--- config.mk ---
export PLATFORM = sky130hd
export DESIGN_NAME = clksrc_sequencer
export DESIGN_NICKNAME = d
export VERILOG_FILES = /design/src/rtl/clkseq_pkg.sv /design/src/rtl/clkseq_req_hold.sv /design/src/rtl/clkseq_timer.sv /design/src/rtl/clksrc_sequencer.sv
export SDC_FILE = /design/constraint.sdc
export NUM_CORES = 1
export LEC_CHECK = 0
export ABC_CLOCK_PERIOD_IN_PS = 3000
export BUFFER_PORTS_ARGS = -buffer_cell sky130_fd_sc_hd__buf_2
export CORE_MARGIN = 4
export CORE_UTILIZATION = 50
export CTS_BUF_LIST = sky130_fd_sc_hd__clkbuf_16
export DETAILED_ROUTE_END_ITERATION = 12
export HOLD_SLACK_MARGIN = 0.15
export PLACE_DENSITY = 0.67
export SYNTH_ARGS = -nofsm -noshare
export SYNTH_HDL_FRONTEND = slang
export SYNTH_SLANG_ARGS = --single-unit
--- constraint.sdc ---
create_clock -name clk -period 3 [get_ports clk]
set_clock_uncertainty 0.15 [all_clocks]
set_input_delay 0.15 -clock clk [delete_from_list [all_inputs] [get_ports clk]]
set_output_delay 0.15 -clock clk [all_outputs]
set_load 0.05 [all_outputs]
--- src/rtl/clkseq_pkg.sv ---
package clkseq_pkg;

    typedef enum logic [1:0] {
        SRC_INT  = 2'b00,
        SRC_XTAL = 2'b01,
        SRC_RC   = 2'b10,
        SRC_RSVD = 2'b11
    } src_e;

    typedef enum logic [3:0] {
        S_IDLE,
        S_PARK,
        S_XT_STOP,
        S_RC_OFF,
        S_XT_START,
        S_XT_WAIT,
        S_XT_POLL,
        S_XT_SEL,
        S_RC_ON,
        S_EXT_SEL
    } state_e;

    typedef struct packed {
        src_e       src;
        logic [2:0] drive;
        logic [1:0] freq;
    } req_t;

    typedef struct packed {
        state_e     st;
        src_e       tgt;
        logic [2:0] code;
        src_e       cur;
        logic       sel_ext;
        logic       xen;
        logic [2:0] drv;
        logic       pp;
        logic [1:0] freq;
        logic       err;
    } seq_t;

endpackage

--- src/rtl/clkseq_req_hold.sv ---
module clkseq_req_hold
    import clkseq_pkg::*;
(
    input  logic clk,
    input  logic rst_n,
    input  logic in_valid,
    input  req_t in_req,
    input  logic take,
    output logic pend_valid,
    output req_t pend
);

    typedef struct packed {
        logic vld;
        req_t req;
    } hold_t;

    hold_t h_d, h_q;
    logic  accept;

    always_comb begin
        h_d    = h_q;
        accept = in_valid && (in_req.src != SRC_RSVD);
        if (accept) begin
            h_d.vld = 1'b1;
            h_d.req = in_req;
        end else if (take) begin
            h_d.vld = 1'b0;
        end
    end

    always_ff @(posedge clk or negedge rst_n) begin
        if (!rst_n) begin
            h_q <= '{vld: 1'b0, req: '{src: SRC_INT, drive: 3'b000, freq: 2'b00}};
        end else begin
            h_q <= h_d;
        end
    end

    assign pend_valid = h_q.vld;
    assign pend       = h_q.req;

    // a legal request is always held on the next cycle
    a_r2_request_held: assert property (@(posedge clk) disable iff (!rst_n)
        (in_valid && in_req.src != SRC_RSVD) |=> (pend_valid && pend.src == $past(in_req.src)));

    // a held request is not lost without being taken
    a_r8_pending_kept: assert property (@(posedge clk) disable iff (!rst_n)
        (pend_valid && !take) |=> pend_valid);

endmodule

--- src/rtl/clkseq_timer.sv ---
module clkseq_timer #(
    parameter int W = 8
) (
    input  logic         clk,
    input  logic         rst_n,
    input  logic         clr,
    input  logic         inc,
    output logic [W-1:0] cnt
);

    logic [W-1:0] cnt_d, cnt_q;

    always_comb begin
        cnt_d = cnt_q;
        if (clr) begin
            cnt_d = '0;
        end else if (inc) begin
            cnt_d = cnt_q + 1'b1;
        end
    end

    always_ff @(posedge clk or negedge rst_n) begin
        if (!rst_n) begin
            cnt_q <= '0;
        end else begin
            cnt_q <= cnt_d;
        end
    end

    assign cnt = cnt_q;

    // the wait and timeout windows never wrap the counter
    a_r4_no_overflow: assert property (@(posedge clk) disable iff (!rst_n)
        (inc && !clr) |-> (cnt_q != '1));

endmodule

--- src/rtl/clksrc_sequencer.sv ---
module clksrc_sequencer
    import clkseq_pkg::*;
#(
    parameter int WAIT_CYC = 16000,
    parameter int TMO_CYC  = 4096
) (
    input  logic       clk,
    input  logic       rst_n,
    input  logic       req_valid,
    input  logic [1:0] req_src,
    input  logic [2:0] req_drive,
    input  logic [1:0] req_freq,
    input  logic       xtal_valid,
    output logic       clk_sel_ext,
    output logic [1:0] cur_src,
    output logic [1:0] int_freq,
    output logic       xtal_en,
    output logic [2:0] xtal_drive,
    output logic       rc_pin_drive,
    output logic       rc_pin_latch,
    output logic       busy,
    output logic       xtal_err
);

    localparam int MAXC  = (WAIT_CYC > TMO_CYC) ? WAIT_CYC : TMO_CYC;
    localparam int CNT_W = $clog2(MAXC + 1);
    localparam logic [CNT_W-1:0] WAIT_LAST = CNT_W'(WAIT_CYC - 1);
    localparam logic [CNT_W-1:0] TMO_LAST  = CNT_W'(TMO_CYC - 1);

    seq_t             q, n;
    logic             take;
    logic             tclr, tinc;
    logic             pend_valid;
    req_t             pend;
    req_t             in_req;
    logic [CNT_W-1:0] cnt;

    assign in_req = '{src: src_e'(req_src), drive: req_drive, freq: req_freq};

    clkseq_req_hold u_hold (
        .clk        (clk),
        .rst_n      (rst_n),
        .in_valid   (req_valid),
        .in_req     (in_req),
        .take       (take),
        .pend_valid (pend_valid),
        .pend       (pend)
    );

    clkseq_timer #(.W(CNT_W)) u_timer (
        .clk   (clk),
        .rst_n (rst_n),
        .clr   (tclr),
        .inc   (tinc),
        .cnt   (cnt)
    );

    always_comb begin
        n    = q;
        take = 1'b0;
        tclr = 1'b0;
        tinc = 1'b0;
        case (q.st)
            S_IDLE: begin
                if (pend_valid) begin
                    take   = 1'b1;
                    n.tgt  = pend.src;
                    n.code = pend.drive;
                    n.freq = pend.freq;
                    n.err  = 1'b0;
                    n.st   = S_PARK;
                end
            end
            S_PARK: begin
                n.sel_ext = 1'b0;
                n.cur     = SRC_INT;
                n.st      = (q.tgt == SRC_XTAL) ? S_RC_OFF : S_XT_STOP;
            end
            S_XT_STOP: begin
                n.xen = 1'b0;
                n.drv = 3'b000;
                n.st  = (q.tgt == SRC_RC) ? S_RC_ON : S_RC_OFF;
            end
            S_RC_OFF: begin
                n.pp = 1'b0;
                n.st = (q.tgt == SRC_XTAL) ? S_XT_START : S_IDLE;
            end
            S_XT_START: begin
                n.xen = 1'b1;
                n.drv = q.code;
                tclr  = 1'b1;
                n.st  = S_XT_WAIT;
            end
            S_XT_WAIT: begin
                if (cnt == WAIT_LAST) begin
                    tclr = 1'b1;
                    n.st = S_XT_POLL;
                end else begin
                    tinc = 1'b1;
                end
            end
            S_XT_POLL: begin
                if (xtal_valid) begin
                    n.st = S_XT_SEL;
                end else if (cnt == TMO_LAST) begin
                    n.err = 1'b1;
                    n.xen = 1'b0;
                    n.drv = 3'b000;
                    tclr  = 1'b1;
                    n.st  = S_IDLE;
                end else begin
                    tinc = 1'b1;
                end
            end
            S_XT_SEL: begin
                n.sel_ext = 1'b1;
                n.cur     = SRC_XTAL;
                n.st      = S_IDLE;
            end
            S_RC_ON: begin
                n.pp = 1'b1;
                n.st = S_EXT_SEL;
            end
            S_EXT_SEL: begin
                n.sel_ext = 1'b1;
                n.cur     = SRC_RC;
                n.st      = S_IDLE;
            end
            default: n.st = S_IDLE;
        endcase
    end

    always_ff @(posedge clk or negedge rst_n) begin
        if (!rst_n) begin
            q <= '{st: S_IDLE, tgt: SRC_INT, code: 3'b000, cur: SRC_INT,
                   sel_ext: 1'b0, xen: 1'b0, drv: 3'b000, pp: 1'b0,
                   freq: 2'b00, err: 1'b0};
        end else begin
            q <= n;
        end
    end

    assign clk_sel_ext  = q.sel_ext;
    assign cur_src      = q.cur;
    assign int_freq     = q.freq;
    assign xtal_en      = q.xen;
    assign xtal_drive   = q.drv;
    assign rc_pin_drive = q.pp;
    assign rc_pin_latch = 1'b1;
    assign busy         = (q.st != S_IDLE) || pend_valid;
    assign xtal_err     = q.err;

    // no direct move between the two external sources
    a_r3_via_internal: assert property (@(posedge clk) disable iff (!rst_n)
        (q.cur != SRC_INT && $past(q.cur) != SRC_INT) |-> (q.cur == $past(q.cur)));

    // pin and crystal controls only move while parked on internal
    a_r3_quiet_when_ext: assert property (@(posedge clk) disable iff (!rst_n)
        q.sel_ext |-> ($stable(q.xen) && $stable(q.pp) && $stable(q.drv)));

    // crystal never driven while the RC pin is powered
    a_r4_pin_released: assert property (@(posedge clk) disable iff (!rst_n)
        q.xen |-> !q.pp);

    // crystal chosen only after the valid flag was seen
    a_r4_valid_seen: assert property (@(posedge clk) disable iff (!rst_n)
        (q.st == S_XT_SEL) |-> $past(xtal_valid));

    // RC selected only with its pin powered and crystal stopped
    a_r5_rc_powered: assert property (@(posedge clk) disable iff (!rst_n)
        (q.sel_ext && q.cur == SRC_RC) |-> (q.pp && !q.xen && q.drv == 3'b000));

    // error is sticky until a new request is taken
    a_r7_err_sticky: assert property (@(posedge clk) disable iff (!rst_n)
        (q.err && !take) |=> q.err);

endmodule

==> results_tabular.tex <==
\begin{tabular}{lr}
\hline
Metric & Value \\
\hline
\multicolumn{2}{l}{\textbf{Critical path}} \\
Cell-by-cell listing of the critical path & nand2\_2 -> nor4\_4 -> a22oi\_2 -> or4\_1 -> a21oi\_1 \\
Crit path max-delay family & simple AND/OR/NAND/NOR gates \\
Longest individual stage delay on the worst path & 0.65 ns \\
Worst Path Buf+Inv & 0 \\
Category of the worst setup path capture point & register \\
Slack of the worst reg-to-reg path & about 0.58 ns \\
Data arrival, critical path & around 2.5 ns \\
Required time of the worst setup path & slightly above 3 ns \\
Startpoint types & register \\
Largest fanout of any net on the critical path & 16 \\
Slowest cell on the critical path & sky130\_fd\_sc\_hd\_\_dfrtp\_1 \\
Kind of critical path & register to register \\
\multicolumn{2}{l}{\textbf{CTS}} \\
H-tree Lvls & 2 \\
Clock root cell & sky130\_fd\_sc\_hd\_\_clkbuf\_16 \\
TritonCTS sink count & 42 \\
Number of buffers added by the clock tree synthesis step & 5 \\
Skew-Pair Late Insertion Delay & approximately 0.28 ns \\
Clock tree from TritonCTS & done \\
Longest Clk Path Bufs & 2 \\
Register clock-pin slew on the reported worst setup and hold paths & 0.06 ns \\
Count of instances resized after the clock tree is built & 0 \\
\multicolumn{2}{l}{\textbf{Pwr}} \\
Net switching power of the design & a little over 0.0009 W \\
Net switching fraction of the power & 41.0\% \\
Part of the total power dissipated in sequential elements & between 30\% and 40\% \\
Largest voltage drop on the vdd net & approximately 0.6 mV \\
Leakage power figure & $\sim$1.1 nW \\
Pint & roughly 0.0013 W \\
Total power density per cell area & a little over 900 nW/µm² \\
Relative contribution of combinational cells to total power & 36.6\% \\
Clock Power Share & 24.2\% \\
\multicolumn{2}{l}{\textbf{GRT}} \\
Via count of the first global-routing pass & roughly 1700 \\
Number of antenna violations at the first check in global routing & 0 \\
Grt ovf & 0 \\
All-Layer GR Usage & between 10\% and 20\% \\
Largest net degree at the start of global routing & between 40 and 50 \\
First-pass GRT wire length & around 7900 µm \\
\multicolumn{2}{l}{\textbf{Synthesis}} \\
Cell count after synthesis & $\sim$210 \\
Number of warnings reported in the yosys synthesis log & 0 \\
Number of distinct standard cells referenced by the synthesized netlist & just over 50 \\
Area share of the largest cell type after synthesis & 48.1\% \\
Post-Synthesis Net Count & 219 \\
Leading area contributor after synthesis & sky130\_fd\_sc\_hd\_\_dfrtp\_1 \\
Number of flops mapped to enable cells by yosys & 0 \\
Post-Syn Area per Cell & $\sim$11 µm² \\
Leading register cell type out of synthesis & sky130\_fd\_sc\_hd\_\_dfrtp\_1 \\
Async set or reset register ratio after synthesis & 100\% \\
Leading post-synthesis cells by cell area & sky130\_fd\_sc\_hd\_\_dfrtp\_1 48\%, sky130\_fd\_sc\_hd\_\_mux2\_2 7.2\%, sky130\_fd\_sc\_hd\_\_buf\_4 3.1\% \\
Cell area after technology mapping & between 2000 and 2500 µm² \\
Part of the Yosys area used for sequential elements & $\sim$48\% \\
Register bit count reported by yosys & 42 \\
\multicolumn{2}{l}{\textbf{Place}} \\
HPWL reported at the end of detailed placement & $\sim$3200 µm \\
Standard cell area after detailed placement & $\sim$2200 µm² \\
Buffers on Ports & 22 \\
Gpl congestion & between 0.8 and 0.9 \\
\multicolumn{2}{l}{\textbf{Timing}} \\
Final Slew Violations & 0 \\
Final Hold Fails & 0 \\
Setup violation total in the final timing report & 0 \\
Max Freq & 0.413 GHz \\
Setup TNS after final layout & 0 ns \\
Post-layout minimum cycle time & around 2.4 ns \\
Setup repair after global routing missed its margin & no \\
Period utilisation layout & 80.7\% \\
Worst-Margin Slew & around 0.93 ns \\
Worst slew margin relative to its limit & approximately 38\% \\
\multicolumn{2}{l}{\textbf{Die}} \\
Starting density of the core & a little over half \\
Floorplan die height & between 70 and 80 µm \\
Std-Cell Core Area & about 4100 µm² \\
Cell row count & 23 \\
Top Ports & 24 \\
Die Width & approximately 74 µm \\
Die Area & about 5500 µm² \\
\multicolumn{2}{l}{\textbf{Final layout}} \\
\# nets final & 239 \\
Multi-input gate area & 1000 µm² \\
Most frequent cells in the layout & 42 x sky130\_fd\_sc\_hd\_\_dfrtp\_1, 22 x sky130\_fd\_sc\_hd\_\_buf\_2, 14 x sky130\_fd\_sc\_hd\_\_mux2\_2 \\
Antenna fix cells & 0 \\
Most common library cell in the layout ignoring fill and taps & sky130\_fd\_sc\_hd\_\_dfrtp\_1 \\
Layout Area Growth over Synthesis & 13.4\% \\
Fin area & 2480 µm² \\
Share of the core filled with cells & 60.3\% \\
Share of final-layout standard cells stronger than drive strength 1 & a little under a quarter \\
Combined flip-flop and latch cell area & about 1100 µm² \\
Number of filler cells placed in the layout & 352 \\
\multicolumn{2}{l}{\textbf{Routing}} \\
Aggregate routed wire length & $\sim$4500 µm \\
Count of unresolved DRC violations after routing & 0 \\
Detailed-route vias per instance & 5.92 \\
Initial DRC Count & approximately 120 \\
Number of search-and-repair iterations in the first detailed-routing pass & 4 \\
DR vias & 1645 \\
Post-DRT Antenna Nets & 0 \\
WL per Instance & approximately 16 µm \\
\multicolumn{2}{l}{\textbf{Run}} \\
Max-cap violations & 0 \\
\multicolumn{2}{l}{\textbf{Hold path}} \\
Tightest Hold Check Type & primary input to register \\
\multicolumn{2}{l}{\textbf{Status}} \\
Run status & complete, no violations \\
\hline
\end{tabular}
[worst register-to-register path, delay by kind of cell, from the launching register on]
kind | cells | cell delay, ns
simple gates | 3 | 1.11
compound gates | 2 | 0.43
flops | 1 | 0.65
[registers in the layout (all words and copies together), names as in the netlist]
| name | flops |
|---|---|
| u_timer.cnt | 14 |
| q | 9 |
| u_hold.pend | 7 |
| xtal_drive | 3 |
| cur_src | 2 |
| int_freq | 2 |
| clk_sel_ext | 1 |
| rc_pin_drive | 1 |
| u_hold.pend_valid | 1 |
| xtal_en | 1 |
| xtal_err | 1 |
[layer usage]
metal	global-route usage [%]	vias to the layer above	wire length (µm)
li1	-	802	-
met1	23.0	815	1960
met3	4.19	5	119
met2	32.1	23	2420
met4	6.04	0	46
met5	0	-	0
[cells in the mapped netlist (2+ instances only)]
master / n
sky130_fd_sc_hd__and4_1: 3
sky130_fd_sc_hd__o211ai_1: 2
sky130_fd_sc_hd__mux2i_1: 4
sky130_fd_sc_hd__nand3_1: 4
sky130_fd_sc_hd__nand4_1: 5
sky130_fd_sc_hd__mux2_2: 14
sky130_fd_sc_hd__clkbuf_1: 3
sky130_fd_sc_hd__xor2_1: 4
sky130_fd_sc_hd__and3_1: 2
sky130_fd_sc_hd__nor2_1: 12
sky130_fd_sc_hd__o31ai_1: 3
sky130_fd_sc_hd__a32oi_1: 3
sky130_fd_sc_hd__inv_1: 6
sky130_fd_sc_hd__nor3_1: 6
sky130_fd_sc_hd__a22o_1: 4
sky130_fd_sc_hd__nor4_1: 2
sky130_fd_sc_hd__or4_1: 2
sky130_fd_sc_hd__and2_1: 4
sky130_fd_sc_hd__or3_1: 4
sky130_fd_sc_hd__o21ai_0: 12
sky130_fd_sc_hd__a31oi_1: 2
sky130_fd_sc_hd__and4bb_2: 2
sky130_fd_sc_hd__a21o_1: 2
sky130_fd_sc_hd__nand2b_1: 4
sky130_fd_sc_hd__a21oi_1: 10
sky130_fd_sc_hd__nand2_1: 11
sky130_fd_sc_hd__dfrtp_1: 42
sky130_fd_sc_hd__buf_4: 9
sky130_fd_sc_hd__buf_2: 3
sky130_fd_sc_hd__a32o_1: 2
[stage by stage]
| step | setup WS [ns] | instances | power, W | hold slack [ns] |
|---|---|---|---|---|
| floorplan | 1.05 | 207 | 0.00157 | -0.296 |
| global placement | 0.709 | 262 | 0.00168 | 0.176 |
| detailed placement | 0.593 | 262 | 0.00171 | 0.197 |
| CTS | 0.582 | 278 | 0.00228 | 0.229 |
| global route | 0.413 | 278 | 0.00241 | 0.250 |
| finish | 0.578 | 278 | 0.00226 | 0.235 |
[timing repair]
item / in CTS / in global routing
buffers inserted: 0 / 0
hold buffers: 8 / 0
hold endpoints to repair: 49 / 0
[kinds of logic after synthesis]
family                   synth area share, %
AO/OA/AOI/OAI                           15.8
flip-flops                              48.1
adder cells (fa/ha/maj)                0.572
multiplexers                            9.04
AND/OR/NAND/NOR                         18.3
other                                  0.171
buffers and inverters                   6.06
XOR/XNOR                                2.00
[cell type report]
class | instances | share of cell area [%]
clock buffer | 5 | 5.04
sequential | 42 | 42.4
inverter | 6 | 0.908
clock inverter | 3 | 1.06
tap | 50 | 2.52
multi-input combinational | 142 | 40.4
timing repair buffer | 30 | 7.67
[power by group through the flow]
| stage | sequential [W] | clock [W] | combinational [W] |
|---|---|---|---|
| CTS | 0.000883 | 0.000560 | 0.000838 |
| floorplan | 0.000870 | 0 | 0.000702 |
| global placement | 0.000882 | 0 | 0.000796 |
| detailed placement | 0.000892 | 0 | 0.000820 |
| global route | 0.000914 | 0.000586 | 0.000909 |
| finish | 0.000885 | 0.000547 | 0.000827 |
[final timing paths]
check,from,end,cells after the start
worst max-delay path,q[17],u_timer.cnt[5],5
worst min-delay path,xtal_valid,q[17],3
worst max register to register,q[17],u_timer.cnt[5],5
worst min register to register,xtal_en,xtal_en,1
max in group asynchronous,rst_n,u_hold.pend[5],2
min in group asynchronous,rst_n,u_timer.cnt[5],2
Power figures use the tool's default switching activity.
